<file path="src/rtl/admux_pkg.sv">
// Shared definitions for the multiplexed address/data memory controller.
// Assumes a byte-wide external bus; the phase type is used by the
// sequencer and the pin decoder.
package admux_pkg;
    localparam int BUS_W = 8;

    typedef enum logic [2:0] {
        ST_IDLE    = 3'd0,
        ST_ASETUP  = 3'd1,
        ST_ASTROBE = 3'd2,
        ST_AHOLD   = 3'd3,
        ST_RWAIT   = 3'd4,
        ST_WPULSE  = 3'd5,
        ST_WHOLD   = 3'd6,
        ST_FINISH  = 3'd7
    } phase_t;
endpackage

</file>
<file path="src/rtl/admux_seq.sv">
// Access sequencer: takes one request at a time, steps through the
// address-byte phases (high byte first), then the read wait or write
// pulse, then a single finish cycle. Assumes WAIT_CYCLES >= 1.
module admux_seq
    import admux_pkg::*;
#(
    parameter int ADDR_BYTES  = 2,
    parameter int WAIT_CYCLES = 3,
    localparam int IDX_W = (ADDR_BYTES > 1) ? $clog2(ADDR_BYTES) : 1
) (
    input  logic             clk,
    input  logic             rst_n,
    input  logic             serial_mode,
    input  logic             req_valid,
    input  logic             req_write,
    output logic             req_ready,
    output logic             accept,
    output phase_t           phase,
    output logic [IDX_W-1:0] byte_idx,
    output logic             capture
);
    localparam int CNT_W = $clog2(WAIT_CYCLES + 1);

    logic [CNT_W-1:0] wait_cnt;
    logic             wr_q;

    // Acceptance only from idle and only in a serial host mode.
    always_comb begin
        req_ready = (phase == ST_IDLE) && serial_mode;
        accept    = req_ready && req_valid;
        capture   = (phase == ST_RWAIT) && (wait_cnt == '0);
    end

    // Phase progression, byte index and wait counting.
    always_ff @(posedge clk) begin
        if (!rst_n) begin
            phase    <= ST_IDLE;
            byte_idx <= '0;
            wait_cnt <= '0;
            wr_q     <= 1'b0;
        end else begin
            case (phase)
                ST_IDLE: begin
                    if (accept) begin
                        phase    <= ST_ASETUP;
                        byte_idx <= IDX_W'(ADDR_BYTES - 1);
                        wr_q     <= req_write;
                    end
                end
                ST_ASETUP:  phase <= ST_ASTROBE;
                ST_ASTROBE: phase <= ST_AHOLD;
                ST_AHOLD: begin
                    if (byte_idx == '0) begin
                        phase    <= wr_q ? ST_WPULSE : ST_RWAIT;
                        wait_cnt <= CNT_W'(WAIT_CYCLES - 1);
                    end else begin
                        byte_idx <= byte_idx - IDX_W'(1);
                        phase    <= ST_ASETUP;
                    end
                end
                ST_RWAIT, ST_WPULSE: begin
                    if (wait_cnt == '0) begin
                        phase <= (phase == ST_RWAIT) ? ST_FINISH : ST_WHOLD;
                    end else begin
                        wait_cnt <= wait_cnt - CNT_W'(1);
                    end
                end
                ST_WHOLD:  phase <= ST_FINISH;
                ST_FINISH: phase <= ST_IDLE;
                default:   phase <= ST_IDLE;
            endcase
        end
    end
endmodule

</file>
<file path="src/rtl/admux_addr_path.sv">
// Request holding registers: stores address and write data when a
// request is taken and presents the address byte chosen by the
// sequencer's byte index. Assumes the index stays below ADDR_BYTES.
module admux_addr_path
    import admux_pkg::*;
#(
    parameter int ADDR_BYTES = 2,
    localparam int IDX_W  = (ADDR_BYTES > 1) ? $clog2(ADDR_BYTES) : 1,
    localparam int ADDR_W = BUS_W * ADDR_BYTES
) (
    input  logic              clk,
    input  logic              rst_n,
    input  logic              load,
    input  logic [ADDR_W-1:0] addr_in,
    input  logic [BUS_W-1:0]  wdata_in,
    input  logic [IDX_W-1:0]  byte_idx,
    output logic [BUS_W-1:0]  addr_byte,
    output logic [BUS_W-1:0]  wdata_q
);
    logic [ADDR_W-1:0] addr_q;
    logic [BUS_W-1:0]  lane [ADDR_BYTES];

    // Capture the request fields on acceptance.
    always_ff @(posedge clk) begin
        if (!rst_n) begin
            addr_q  <= '0;
            wdata_q <= '0;
        end else if (load) begin
            addr_q  <= addr_in;
            wdata_q <= wdata_in;
        end
    end

    // Split the stored address into byte lanes.
    for (genvar g = 0; g < ADDR_BYTES; g++) begin : g_lane
        assign lane[g] = addr_q[g*BUS_W +: BUS_W];
    end

    // Pick the lane named by the index.
    always_comb begin
        addr_byte = '0;
        for (int i = 0; i < ADDR_BYTES; i++) begin
            if (byte_idx == IDX_W'(i)) addr_byte = lane[i];
        end
    end
endmodule

</file>
<file path="src/rtl/admux_pin_drive.sv">
// Pin decoder: turns the current phase into strobe, select and bus
// drive levels, and registers the read byte on the capture cycle.
// Assumes the phase register changes only on the clock edge.
module admux_pin_drive
    import admux_pkg::*;
(
    input  logic             clk,
    input  logic             rst_n,
    input  phase_t           phase,
    input  logic [BUS_W-1:0] addr_byte,
    input  logic [BUS_W-1:0] wdata,
    input  logic             capture,
    input  logic [BUS_W-1:0] bus_in,
    output logic [BUS_W-1:0] bus_out,
    output logic             bus_oe,
    output logic             mem_sel_n,
    output logic             oe_n,
    output logic             we_n,
    output logic             done,
    output logic [BUS_W-1:0] rd_data
);
    // Decode pin levels for each phase.
    always_comb begin
        bus_out   = '0;
        bus_oe    = 1'b0;
        mem_sel_n = 1'b1;
        oe_n      = 1'b1;
        we_n      = 1'b1;
        done      = 1'b0;
        case (phase)
            ST_ASETUP, ST_AHOLD: begin
                mem_sel_n = 1'b0;
                bus_oe    = 1'b1;
                bus_out   = addr_byte;
            end
            ST_ASTROBE: begin
                mem_sel_n = 1'b0;
                bus_oe    = 1'b1;
                bus_out   = addr_byte;
                oe_n      = 1'b0;
            end
            ST_RWAIT: begin
                mem_sel_n = 1'b0;
                oe_n      = 1'b0;
            end
            ST_WPULSE: begin
                mem_sel_n = 1'b0;
                bus_oe    = 1'b1;
                bus_out   = wdata;
                we_n      = 1'b0;
            end
            ST_WHOLD: begin
                mem_sel_n = 1'b0;
                bus_oe    = 1'b1;
                bus_out   = wdata;
            end
            ST_FINISH: done = 1'b1;
            default: ;
        endcase
    end

    // Hold the byte seen at the end of the last read wait cycle.
    always_ff @(posedge clk) begin
        if (!rst_n) rd_data <= '0;
        else if (capture) rd_data <= bus_in;
    end
endmodule

</file>
<file path="src/rtl/admux_mem_ctrl.sv">
// Top level of the multiplexed address/data memory controller.
// Connects the sequencer, request holding registers and pin decoder.
// Assumes a pad-level tristate buffer driven by bus_out/bus_oe.
module admux_mem_ctrl
    import admux_pkg::*;
#(
    parameter int ADDR_BYTES  = 2,
    parameter int WAIT_CYCLES = 3,
    localparam int ADDR_W = BUS_W * ADDR_BYTES,
    localparam int IDX_W  = (ADDR_BYTES > 1) ? $clog2(ADDR_BYTES) : 1
) (
    input  logic              clk,
    input  logic              rst_n,
    input  logic              serial_mode,
    input  logic              req_valid,
    output logic              req_ready,
    input  logic              req_write,
    input  logic [ADDR_W-1:0] req_addr,
    input  logic [BUS_W-1:0]  req_wdata,
    output logic              done,
    output logic [BUS_W-1:0]  rd_data,
    output logic [BUS_W-1:0]  bus_out,
    output logic              bus_oe,
    input  logic [BUS_W-1:0]  bus_in,
    output logic              mem_sel_n,
    output logic              oe_n,
    output logic              we_n
);
    phase_t             phase;
    logic               accept;
    logic               capture;
    logic [IDX_W-1:0]   byte_idx;
    logic [BUS_W-1:0]   addr_byte;
    logic [BUS_W-1:0]   wdata_q;

    admux_seq #(
        .ADDR_BYTES (ADDR_BYTES),
        .WAIT_CYCLES(WAIT_CYCLES)
    ) u_seq (
        .clk        (clk),
        .rst_n      (rst_n),
        .serial_mode(serial_mode),
        .req_valid  (req_valid),
        .req_write  (req_write),
        .req_ready  (req_ready),
        .accept     (accept),
        .phase      (phase),
        .byte_idx   (byte_idx),
        .capture    (capture)
    );

    admux_addr_path #(
        .ADDR_BYTES(ADDR_BYTES)
    ) u_addr (
        .clk      (clk),
        .rst_n    (rst_n),
        .load     (accept),
        .addr_in  (req_addr),
        .wdata_in (req_wdata),
        .byte_idx (byte_idx),
        .addr_byte(addr_byte),
        .wdata_q  (wdata_q)
    );

    admux_pin_drive u_pins (
        .clk      (clk),
        .rst_n    (rst_n),
        .phase    (phase),
        .addr_byte(addr_byte),
        .wdata    (wdata_q),
        .capture  (capture),
        .bus_in   (bus_in),
        .bus_out  (bus_out),
        .bus_oe   (bus_oe),
        .mem_sel_n(mem_sel_n),
        .oe_n     (oe_n),
        .we_n     (we_n),
        .done     (done),
        .rd_data  (rd_data)
    );
endmodule

</file>
<file path="config.mk">
export PLATFORM = sky130hd
export DESIGN_NAME = admux_mem_ctrl
export DESIGN_NICKNAME = d
export VERILOG_FILES = /design/src/rtl/admux_pkg.sv /design/src/rtl/admux_seq.sv /design/src/rtl/admux_addr_path.sv /design/src/rtl/admux_pin_drive.sv /design/src/rtl/admux_mem_ctrl.sv
export SDC_FILE = /design/constraint.sdc
export NUM_CORES = 1
export LEC_CHECK = 0
export ABC_AREA = 1
export BUFFER_PORTS_ARGS = -buffer_cell sky130_fd_sc_hd__buf_2
export CAP_MARGIN = 20
export CORE_MARGIN = 1.5
export CORE_UTILIZATION = 53
export CTS_CLUSTER_SIZE = 28
export DETAILED_ROUTE_END_ITERATION = 12
export PLACE_DENSITY = 0.83
export SETUP_SLACK_MARGIN = 0.2
export SKIP_LAST_GASP = 1
export SYNTH_ARGS = -nofsm -noshare
export SYNTH_HDL_FRONTEND = slang
export SYNTH_SLANG_ARGS = --single-unit
</file>
<file path="constraint.sdc">
create_clock -name clk -period 1.85 [get_ports clk]
set_input_delay 0.185 -clock clk [delete_from_list [all_inputs] [get_ports clk]]
set_output_delay 0.185 -clock clk [all_outputs]
set_load 0.01 [all_outputs]
</file>
== After elaboration in Yosys (flattened, before gate mapping) ==
Cells that the tools add are included.

* $add $sub $neg: 2
* Equality and inequality tests: 11
* Mux-type cells: 19
* Reduce and logical (&&, ||, !) cells: 17

{| class="wikitable"
|+ Operators with widths
! cell !! number
|-
| 3-bit one-hot mux with 7 select lines || 1
|-
| 8-bit one-hot mux with 2 select lines || 1
|-
| 3-bit equality test (second input constant) || 4
|-
| 1-bit 2-to-1 mux || 9
|-
| 3-bit 2-to-1 mux || 3
|-
| 8-bit 2-to-1 mux || 1
|-
| 3-bit by 2-bit equality test with 1-bit output (second input constant) || 2
|-
| 2-bit != test (second input constant) || 3
|-
| 2-bit AND reduction || 3
|-
| 2-bit OR reduction || 3
|-
| 6-bit OR reduction || 1
|-
| 5-bit OR reduction || 1
|-
| 2-bit 2-to-1 mux || 2
|-
| 2-bit one-hot mux with 2 select lines || 1
|-
| 2-bit nonzero test || 2
|-
| 3-bit by 1-bit equality test with 1-bit output (second input constant) || 1
|-
| 1-bit logical AND || 3
|-
| 3-bit zero test || 1
|-
| 3-bit AND reduction || 1
|-
| 3-bit OR reduction || 1
|-
| 2-bit zero test || 1
|-
| 2-bit by 1-bit != test with 1-bit output (second input constant) || 1
|-
| 1-bit one-hot mux with 2 select lines || 1
|-
| 2-bit by 1-bit subtractor with 2-bit output (second input constant) || 1
|-
| 1-bit subtractor (second input constant) || 1
|}

* Register bits after elaboration: 39
* Input bits: 37
* Output and inout port bits: 22
* Logic and storage cells: 56

== Logic depth before layout (Yosys ltp) ==
Gate-level depths: netlist of the first run.

* Depth after elaboration: 5
* Depth in mapped cells: 8
* Depth with buffers taken out: 8

== Hierarchy ==
Synthesis of the first run repeated with hierarchy kept, for this count alone.

* Cell total of the unflattened synthesis: 308
* Area, all modules: 1,909.3 um^2

{| class="wikitable"
|+ Modules (own cells, without submodules)
! module !! instances !! cells each !! area an instance (um^2) !! seq. area each (um^2)
|-
| admux_addr_path || 1 || 176 || 1,086.0 || 480.5
|-
| admux_pin_drive || 1 || 71 || 426.7 || 160.2
|-
| admux_seq || 1 || 61 || 396.6 || 140.1
|}

== Worst setup path before layout of the first run ==
Ideal clock, no wire load.

* Path type: register -> output
* From: register u_seq.phase[1]
* To: output port bus_out[3]
* Arrival: 1.114 ns
* Data required time: 1.665 ns
* Setup slack: 0.551 ns
* Cell stages (with the launch flop): 7
* Path buffers: 0
* Path through: dfxtp_1 inv_1 nand2_2 inv_1 nor2_1 inv_1 o21ai_0

* Word-level cells in the longest chain between the ends: 3
* Elaborated cells on any way between the ends: 8
* Those cells by class: 5 x eq/ne; 1 x mux; 2 x reduce/logical

{| class="wikitable"
|+ RTL lines
! item !! line !! text
|-
| start, declared || admux_seq.sv:18 || <nowiki>output phase_t phase,</nowiki>
|-
| start signal, assigned || admux_seq.sv:54 || <nowiki>phase <= wr_q ? ST_WPULSE : ST_RWAIT;</nowiki>
|-
| start signal, assigned || admux_seq.sv:63 || <nowiki>phase <= (phase == ST_RWAIT) ? ST_FINISH : ST_WHOLD;</nowiki>
|-
| 3-bit by 1-bit equality test with 1-bit output, or another cell as far along || admux_pin_drive.sv:30 || <nowiki>case (phase)</nowiki>
|-
| 3-bit OR reduction (no line) or 2-bit OR reduction (tied branches) || n/a ||
|-
| 8-bit one-hot mux with 2 select lines * || admux_pin_drive.sv:30 ||
|-
| end, declared || admux_mem_ctrl.sv:22 || <nowiki>output logic [BUS_W-1:0] bus_out,</nowiki>
|}

Mark *: on every way between the ends. The rest lies on a longest branch, timed or not.

== Final worst setup path of the first run ==
* From: register u_seq.phase[0]
* To: output port bus_out[0]

The elaborated chain is that of the path after synthesis.

==> results of run 1 <==
flip-flops by register name, summed over array words and instances (netlist names):
register / cells
u_seq.wait_cnt: 2
u_seq.phase: 3
u_seq.wr_q: 1
u_addr.addr_q: 16
u_seq.byte_idx: 1
u_addr.wdata_q: 8
u_pins.rd_data: 8
repair_timing:
item | in CTS | in global routing
pin swaps | 2 | 7
resized for setup | 12 | 12
endpoints found under the setup margin | 9 | 11
buffers inserted | 5 | 0
gates cloned | 1 | 0
final timing paths:
check / startpoint / cells past startpoint / end
hold reg to reg: u_seq.wait_cnt[0] / 1 / u_seq.wait_cnt[0]
hold / removal: bus_in[2] / 3 / u_pins.rd_data[2]
setup reg to reg: u_seq.phase[0] / 8 / u_addr.addr_q[10]
setup / recovery: u_seq.phase[0] / 7 / bus_out[0]
power groups by stage:
stage	clock network, mW	logic (mW)	registers (mW)
after floorplan	0	0.523	1.04
after global placement	0	0.738	1.04
after detailed placement	0	0.751	1.05
after CTS	0.491	0.846	1.03
after global routing	0.523	0.984	1.06
final	0.481	0.872	1.05
final cells by class:
type                            instances  area [um2]  share of cell area [%]
Sequential cell                        39       793.3                   34.84
Clock inverter                          2       16.27                  0.7143
Timing Repair Buffer                   64       345.3                   15.16
Inverter                               41       167.7                   7.363
Tap cell                               44       55.05                   2.418
Clock buffer                            6       51.30                   2.253
Multi-Input combinational cell        190       848.3                   37.25
worst max-delay path, stage by stage, from the launching register on:
cell and delay (ns):
dfxtp_4 0.40, inv_4 0.04, nand2_4 0.11, inv_6 0.06, nor2_4 0.13, o211ai_1 0.13
o21ai_1 0.09, buf_2 0.14
per-layer routing:
layer  vias to the layer above  track usage [%]  share of wire [%]
li1                        968                -                  -
met3                         5            7.983                6.1
met4                         0            8.075                1.2
met2                        45            37.39                 45
met1                       750            28.44                 48
met5                         -                0                  0
per-stage QoR:
step           total power, mW  worst slack, ns
5_1_grt                  2.570          0.09349
4_1_cts                  2.372           0.1836
3_3_place_gp             1.780           0.4001
3_5_place_dp             1.797           0.3360
2_1_floorplan            1.565           0.5514
6_report                 2.400           0.2104
cells in the mapped netlist, drive strengths merged:
| cell | instances |
|---|---|
| nor2 | 79 |
| nand2 | 71 |
| inv | 41 |
| dfxtp | 39 |
| o21ai | 21 |
| o211ai | 7 |
| buf | 6 |
| clkbuf | 4 |
| a21oi | 3 |
| nand3 | 3 |
| nor3 | 2 |
| a21boi | 1 |
| ha | 1 |
| nand4 | 1 |
cells by family (layout without fill, tap and decap cells):
logic type               count (synthesis)  in the layout  share of synthesized area [%]
AO/OA/AOI/OAI                           32             32                          10.06
adder cells (fa/ha/maj)                  1              1                         0.6982
AND/OR/NAND/NOR                        156            157                          34.64
buffers and inverters                   51            113                          11.03
flip-flops                              39             39                          43.58
==> run_results.csv, run 1 <==
group,metric,value,unit
run_status,outcome,"finished clean",
detailed_routing,drt-wirelength-per-cell,10.32,um
clock_tree,cts_sinks,39,
sta,finalSetupTns,0,ns
final_layout,final_cell_mix,"nor2_1 (75), nand2_1 (69), buf_2 (59), dfxtp_1 (35), inv_1 (34)",
sta,rsz0062_at_grt,"true",
final_layout,diodes,0,
flow_run,cap_violations,0,
sta,min_period,1.640,ns
clock_tree,cts_max_level,2,
global_route,antenna_found_initial,0,
pwr,clkPwrFrac,20.0,%
detailed_routing,drcViolationCount,0,
detailed_routing,drt_iter0_markers,55,
logic_synthesis,ys_seq_elements,39,
final_layout,fin_area,0.002277,mm2
placement,gp_congestion,0.8367,
sta,setup_viol,0,
global_route,grt_pass1_vias,1592,
die,rows,20,
logic_synthesis,synth_top_cell_by_area,"dfxtp_1",
sta,worst_hold_slack,0.03660,ns
placement,dpl.hpwl,2693,um
global_route,overflow,0,
final_layout,area_delta_synth_final,27.09,%
final_layout,final_util,72.80,%
sta,hold_viol,0,
logic_synthesis,synth_warnings,0,
placement,port_buffers,58,
die,core,0.003128,mm2
critical_path,startpoint_type,"flop",
logic_synthesis,netlist-cell-type-count,21,
pwr,powerDensity,1054,mW/mm2
critical_path,r2r_slack,0.49,ns
final_layout,nFillCells,261,
critical_path,critPathMaxFanout,5,
logic_synthesis,avgSynthCellArea,6.422,um2
final_layout,drive_gt1_share,27.19,%
pwr,p_sw_share,37.82,%
die,ios,59,
pwr,internal_power,1.492,mW
clock_tree,clockBufferDepth,2,
logic_synthesis,netlist_top_cells_area,"dfxtp_1 (44%), nor2_1 (16%), nand2_1 (15%), inv_1 (8.0%), o21ai_0 (4.2%)",
clock_tree,clock_latency,0.36,ns
final_layout,stdcell_count,386,
logic_synthesis,syn_inst,279,
sta,max_freq,609.9,MHz
pwr,p_leak,1.262,nW
sta,finalMaxSlewViolations,0,
clock_tree,cts_made_buffers,5,
placement,place_inst,372,
clock_tree,cts_root_buffer,"clkbuf_4",
pwr,seqPwrFrac,43.6,%
logic_synthesis,syn_area,0.001792,mm2
logic_synthesis,yosysSeqAreaShare,43.58,%
detailed_routing,ant_nets,0,
clock_tree,hold_buffers,0,
global_route,grt_pass1_wl,6292,um
placement,dpl-instance-area,0.002113,mm2
sta,maxSlewHeadroom,57.20,%
critical_path,critPathKind,"flop to output pin",
global_route,grt_max_degree,52,
logic_synthesis,syn-num-nets,317,
clock_tree,cts_tree,"done",
sta,fin_crit_sh,88.63,%
logic_synthesis,synth_top_area_share,43.58,%
clock_tree,clk_pin_slew,0.13,ns
sta,clock_skew,0.01290,ns
final_layout,nets,379,
detailed_routing,routed_wirelength,3985,um
critical_path,arrival,1.45,ns
critical_path,cp.required,1.66,ns
pwr,p_sw,0.9076,mW
die,fp.dieW,61.14,um
final_layout,final_common_cell,"nor2_1",
pwr,ir_drop,0.5888,mV
die,start_util,57.28,%
sta,worstMarginPinSlew,0.6420,ns
detailed_routing,vias,1768,
detailed_routing,first_pass_iters,4,
critical_path,crit_path_end_kind,"output pin",
die,die_y,61.14,um
detailed_routing,viasPerCell,4.580,
min_path,hold_path_class,"input pin to flop",
die,dieArea,0.003738,mm2
global_route,grt_usage,23.02,%
pwr,power.share.combinational,36.3,%
Note: power is estimated with default switching activity, not from simulation.
==> run 2: changes to the inputs <==
- CELL_PAD_IN_SITES_DETAIL_PLACEMENT: default -> 2
- CELL_PAD_IN_SITES_GLOBAL_PLACEMENT: default -> 2
- CORE_UTILIZATION: 53 -> 27
- PLACE_DENSITY: 0.83 -> default
- PLACE_DENSITY_LB_ADDON: default -> 0.1
==> run 2 against run 1 <==
Against the previous run:
- final area up 4.5%
- combinational power up 3.6%
- hold slack better by 0.081 ns
- clock skew down 0.0055 ns
- non-clock buffer count up 1
- count of clock-buffer cells in the layout unchanged
- via count up 6.4%
- die area up 91%
- global-route usage down 6.8 points
- highest routed layer unchanged
- register-to-register slack worse by 0.10 ns
- setup slack better by 0.079 ns
==> run_results.csv, run 2 (same netlist as run 1, synthesis figures left out) <==
group,metric,value,unit
sta,min_period,1.560,ns
pwr,ir_drop,0.4638,mV
detailed_routing,vias,1882,
final_layout,drive_gt1_share,27.11,%
critical_path,critPathKind,"flop to output pin",
global_route,grt_pass1_wl,9287,um
critical_path,path_buf_inv,3,
final_layout,final_cell_mix,"nor2_1 (75), nand2_1 (68), buf_2 (58), inv_1 (35), dfxtp_1 (35)",
detailed_routing,ant_nets,0,
global_route,antenna_found_initial,0,
final_layout,area_delta_synth_final,32.82,%
final_layout,largest_reg_flops,16,
global_route,overflow,0,
final_layout,ff_latch_area,790.8,um2
die,fp.dieW,84.46,um
clock_tree,cts_max_level,2,
critical_path,critPathMaxFanout,5,
die,start_util,28.06,%
sta,hold_viol,0,
global_route,grt_pass1_vias,1946,
pwr,p_sw_share,35.07,%
critical_path,r2r-end,"u_pins.rd_data[1]",
pwr,power.share.combinational,33.5,%
final_layout,final_common_cell,"nor2_1",
pwr,powerDensity,1133,mW/mm2
final_layout,diodes,0,
clock_tree,clk_pin_slew,0.08,ns
detailed_routing,viasPerCell,4.481,
sta,max_freq,640.9,MHz
final_layout,nets,380,
detailed_routing,first_pass_iters,4,
sta,clock_skew,0.007409,ns
flow_run,cap_violations,0,
clock_tree,clockBufferDepth,2,
pwr,clkPwrFrac,27.6,%
clock_tree,cts_tree,"done",
final_layout,reg.largest.list,"u_addr.addr_q: 16 flops, u_addr.wdata_q: 8 flops, u_pins.rd_data: 8 flops",
placement,port_buffers,58,
clock_tree,cts_made_buffers,5,
critical_path,path_delay_family,"flip-flops",
critical_path,crit_path_end_kind,"output pin",
critical_path,crit_cells,7,
placement,dpl.hpwl,4034,um
critical_path,r2r_slack,0.39,ns
critical_path,cp.required,1.66,ns
placement,place_inst,407,
final_layout,multi_input_area,847.1,um2
critical_path,rr_worst_depth,7,
pwr,seqPwrFrac,38.9,%
sta,fin_crit_sh,84.34,%
sta,worst_hold_slack,0.1171,ns
global_route,grt_usage,16.23,%
critical_path,startpoint_type,"flop",
sta,rsz0062_at_grt,"false",
pwr,p_leak,1.299,nW
critical_path,r2r-start,"u_seq.phase[1]",
critical_path,cp-startpoint,"u_seq.phase[1]",
die,ios,59,
die,rows,29,
sta,worstMarginPinSlew,0.4165,ns
pwr,p_total,2.697,mW
clock_tree,cts_sinks,39,
final_layout,nFillCells,791,
critical_path,endpoint,"bus_out[1]",
detailed_routing,drt_iter0_markers,61,
sta,finalMaxSlewViolations,0,
clock_tree,cts_root_buffer,"clkbuf_8",
clock_tree,hold_buffers,0,
sta,setup_viol,0,
final_layout,top_register,"u_addr.addr_q",
critical_path,cpMaxStageDelayCell,"dfxtp_4",
run_status,outcome,"finished clean",
min_path,hold_path_class,"input pin to flop",
final_layout,fin_area,0.002380,mm2
critical_path,crit_chain,"inv_1, nand2_4, inv_4, nor2_4, o211ai_1, o21ai_1, buf_2",
die,die_y,84.46,um
pwr,internal_power,1.751,mW
sta,finalSetupTns,0,ns
detailed_routing,drcViolationCount,0,
sta,maxSlewHeadroom,72.23,%
placement,dpl-instance-area,0.002170,mm2
die,dieArea,0.007133,mm2
pwr,p_sw,0.9458,mW
final_layout,stdcell_count,420,
detailed_routing,drt-wirelength-per-cell,13.12,um
global_route,grt_max_degree,52,
placement,gp_congestion,0.7395,
critical_path,max_stage_delay,0.37,ns
detailed_routing,routed_wirelength,5510,um
critical_path,arrival,1.38,ns
clock_tree,clock_latency,0.29,ns
die,core,0.006386,mm2
-- run 2: worst min-delay path, stage by stage --
cell and delay [ns]:
buf_2 0.08, nor2_1 0.03, nor2_1 0.08
-- run 2: power groups by stage --
| stage | Sequential [mW] | Combinational [mW] | Clock [mW] |
|---|---|---|---|
| 5_1_grt | 1.07 | 1.03 | 0.818 |
| 3_5_place_dp | 1.05 | 0.808 | 0 |
| 2_1_floorplan | 1.04 | 0.523 | 0 |
| 3_3_place_gp | 1.05 | 0.784 | 0 |
| 6_report | 1.05 | 0.903 | 0.745 |
| 4_1_cts | 1.05 | 0.879 | 0.769 |
-- run 2: area by class of cell --
| type | count | share of cell area [%] |
|---|---|---|
| Sequential cell | 39 | 33.23 |
| Inverter | 41 | 6.730 |
| Clock buffer | 6 | 3.470 |
| Multi-Input combinational cell | 190 | 35.59 |
| Tap cell | 77 | 4.048 |
| Clock inverter | 2 | 1.472 |
| Timing Repair Buffer | 65 | 15.46 |
-- run 2: through the flow --
step	setup slack [ns]	utilization (%)
2_1_floorplan	0.5514	-
3_5_place_dp	0.2927	33.97
4_1_cts	0.2092	36.78
3_3_place_gp	0.3504	33.97
6_report	0.2897	37.26
5_1_grt	0.1802	37.26
-- run 2: what timing repair did --
| action | CTS | global route |
|---|---|---|
| pin swaps | 1 | 2 |
| resized for setup | 12 | 5 |
| hold endpoints to repair | 0 | 0 |
| cloned | 1 | 0 |
| endpoints found under the setup margin | 9 | 8 |
| setup buffers | 2 | 2 |
-- run 2: layer usage --
metal | wire, um | share of wire [%] | global-route usage, %
met1 | 2625 | 48 | 20.94
met2 | 2529 | 46 | 26.76
met3 | 296 | 5.4 | 4.720
met4 | 58 | 1.1 | 4.106
met5 | 0 | 0 | 0
-- run 2: worst min path at each step --
| stage | startpoint | endpoint | slack, ns | depth (start not counted) |
|---|---|---|---|---|
| 2_1_floorplan | req_addr[0] | u_addr.addr_q[0] | 0.32 | 2 |
| 3_3_place_gp | req_addr[5] | u_addr.addr_q[5] | 0.41 | 3 |
| 3_5_place_dp | req_wdata[2] | u_addr.wdata_q[2] | 0.42 | 3 |
| 4_1_cts | bus_in[5] | u_pins.rd_data[5] | 0.11 | 3 |
| 5_1_grt | bus_in[7] | u_pins.rd_data[7] | 0.12 | 3 |
| 6_report | req_wdata[3] | u_addr.wdata_q[3] | 0.12 | 3 |
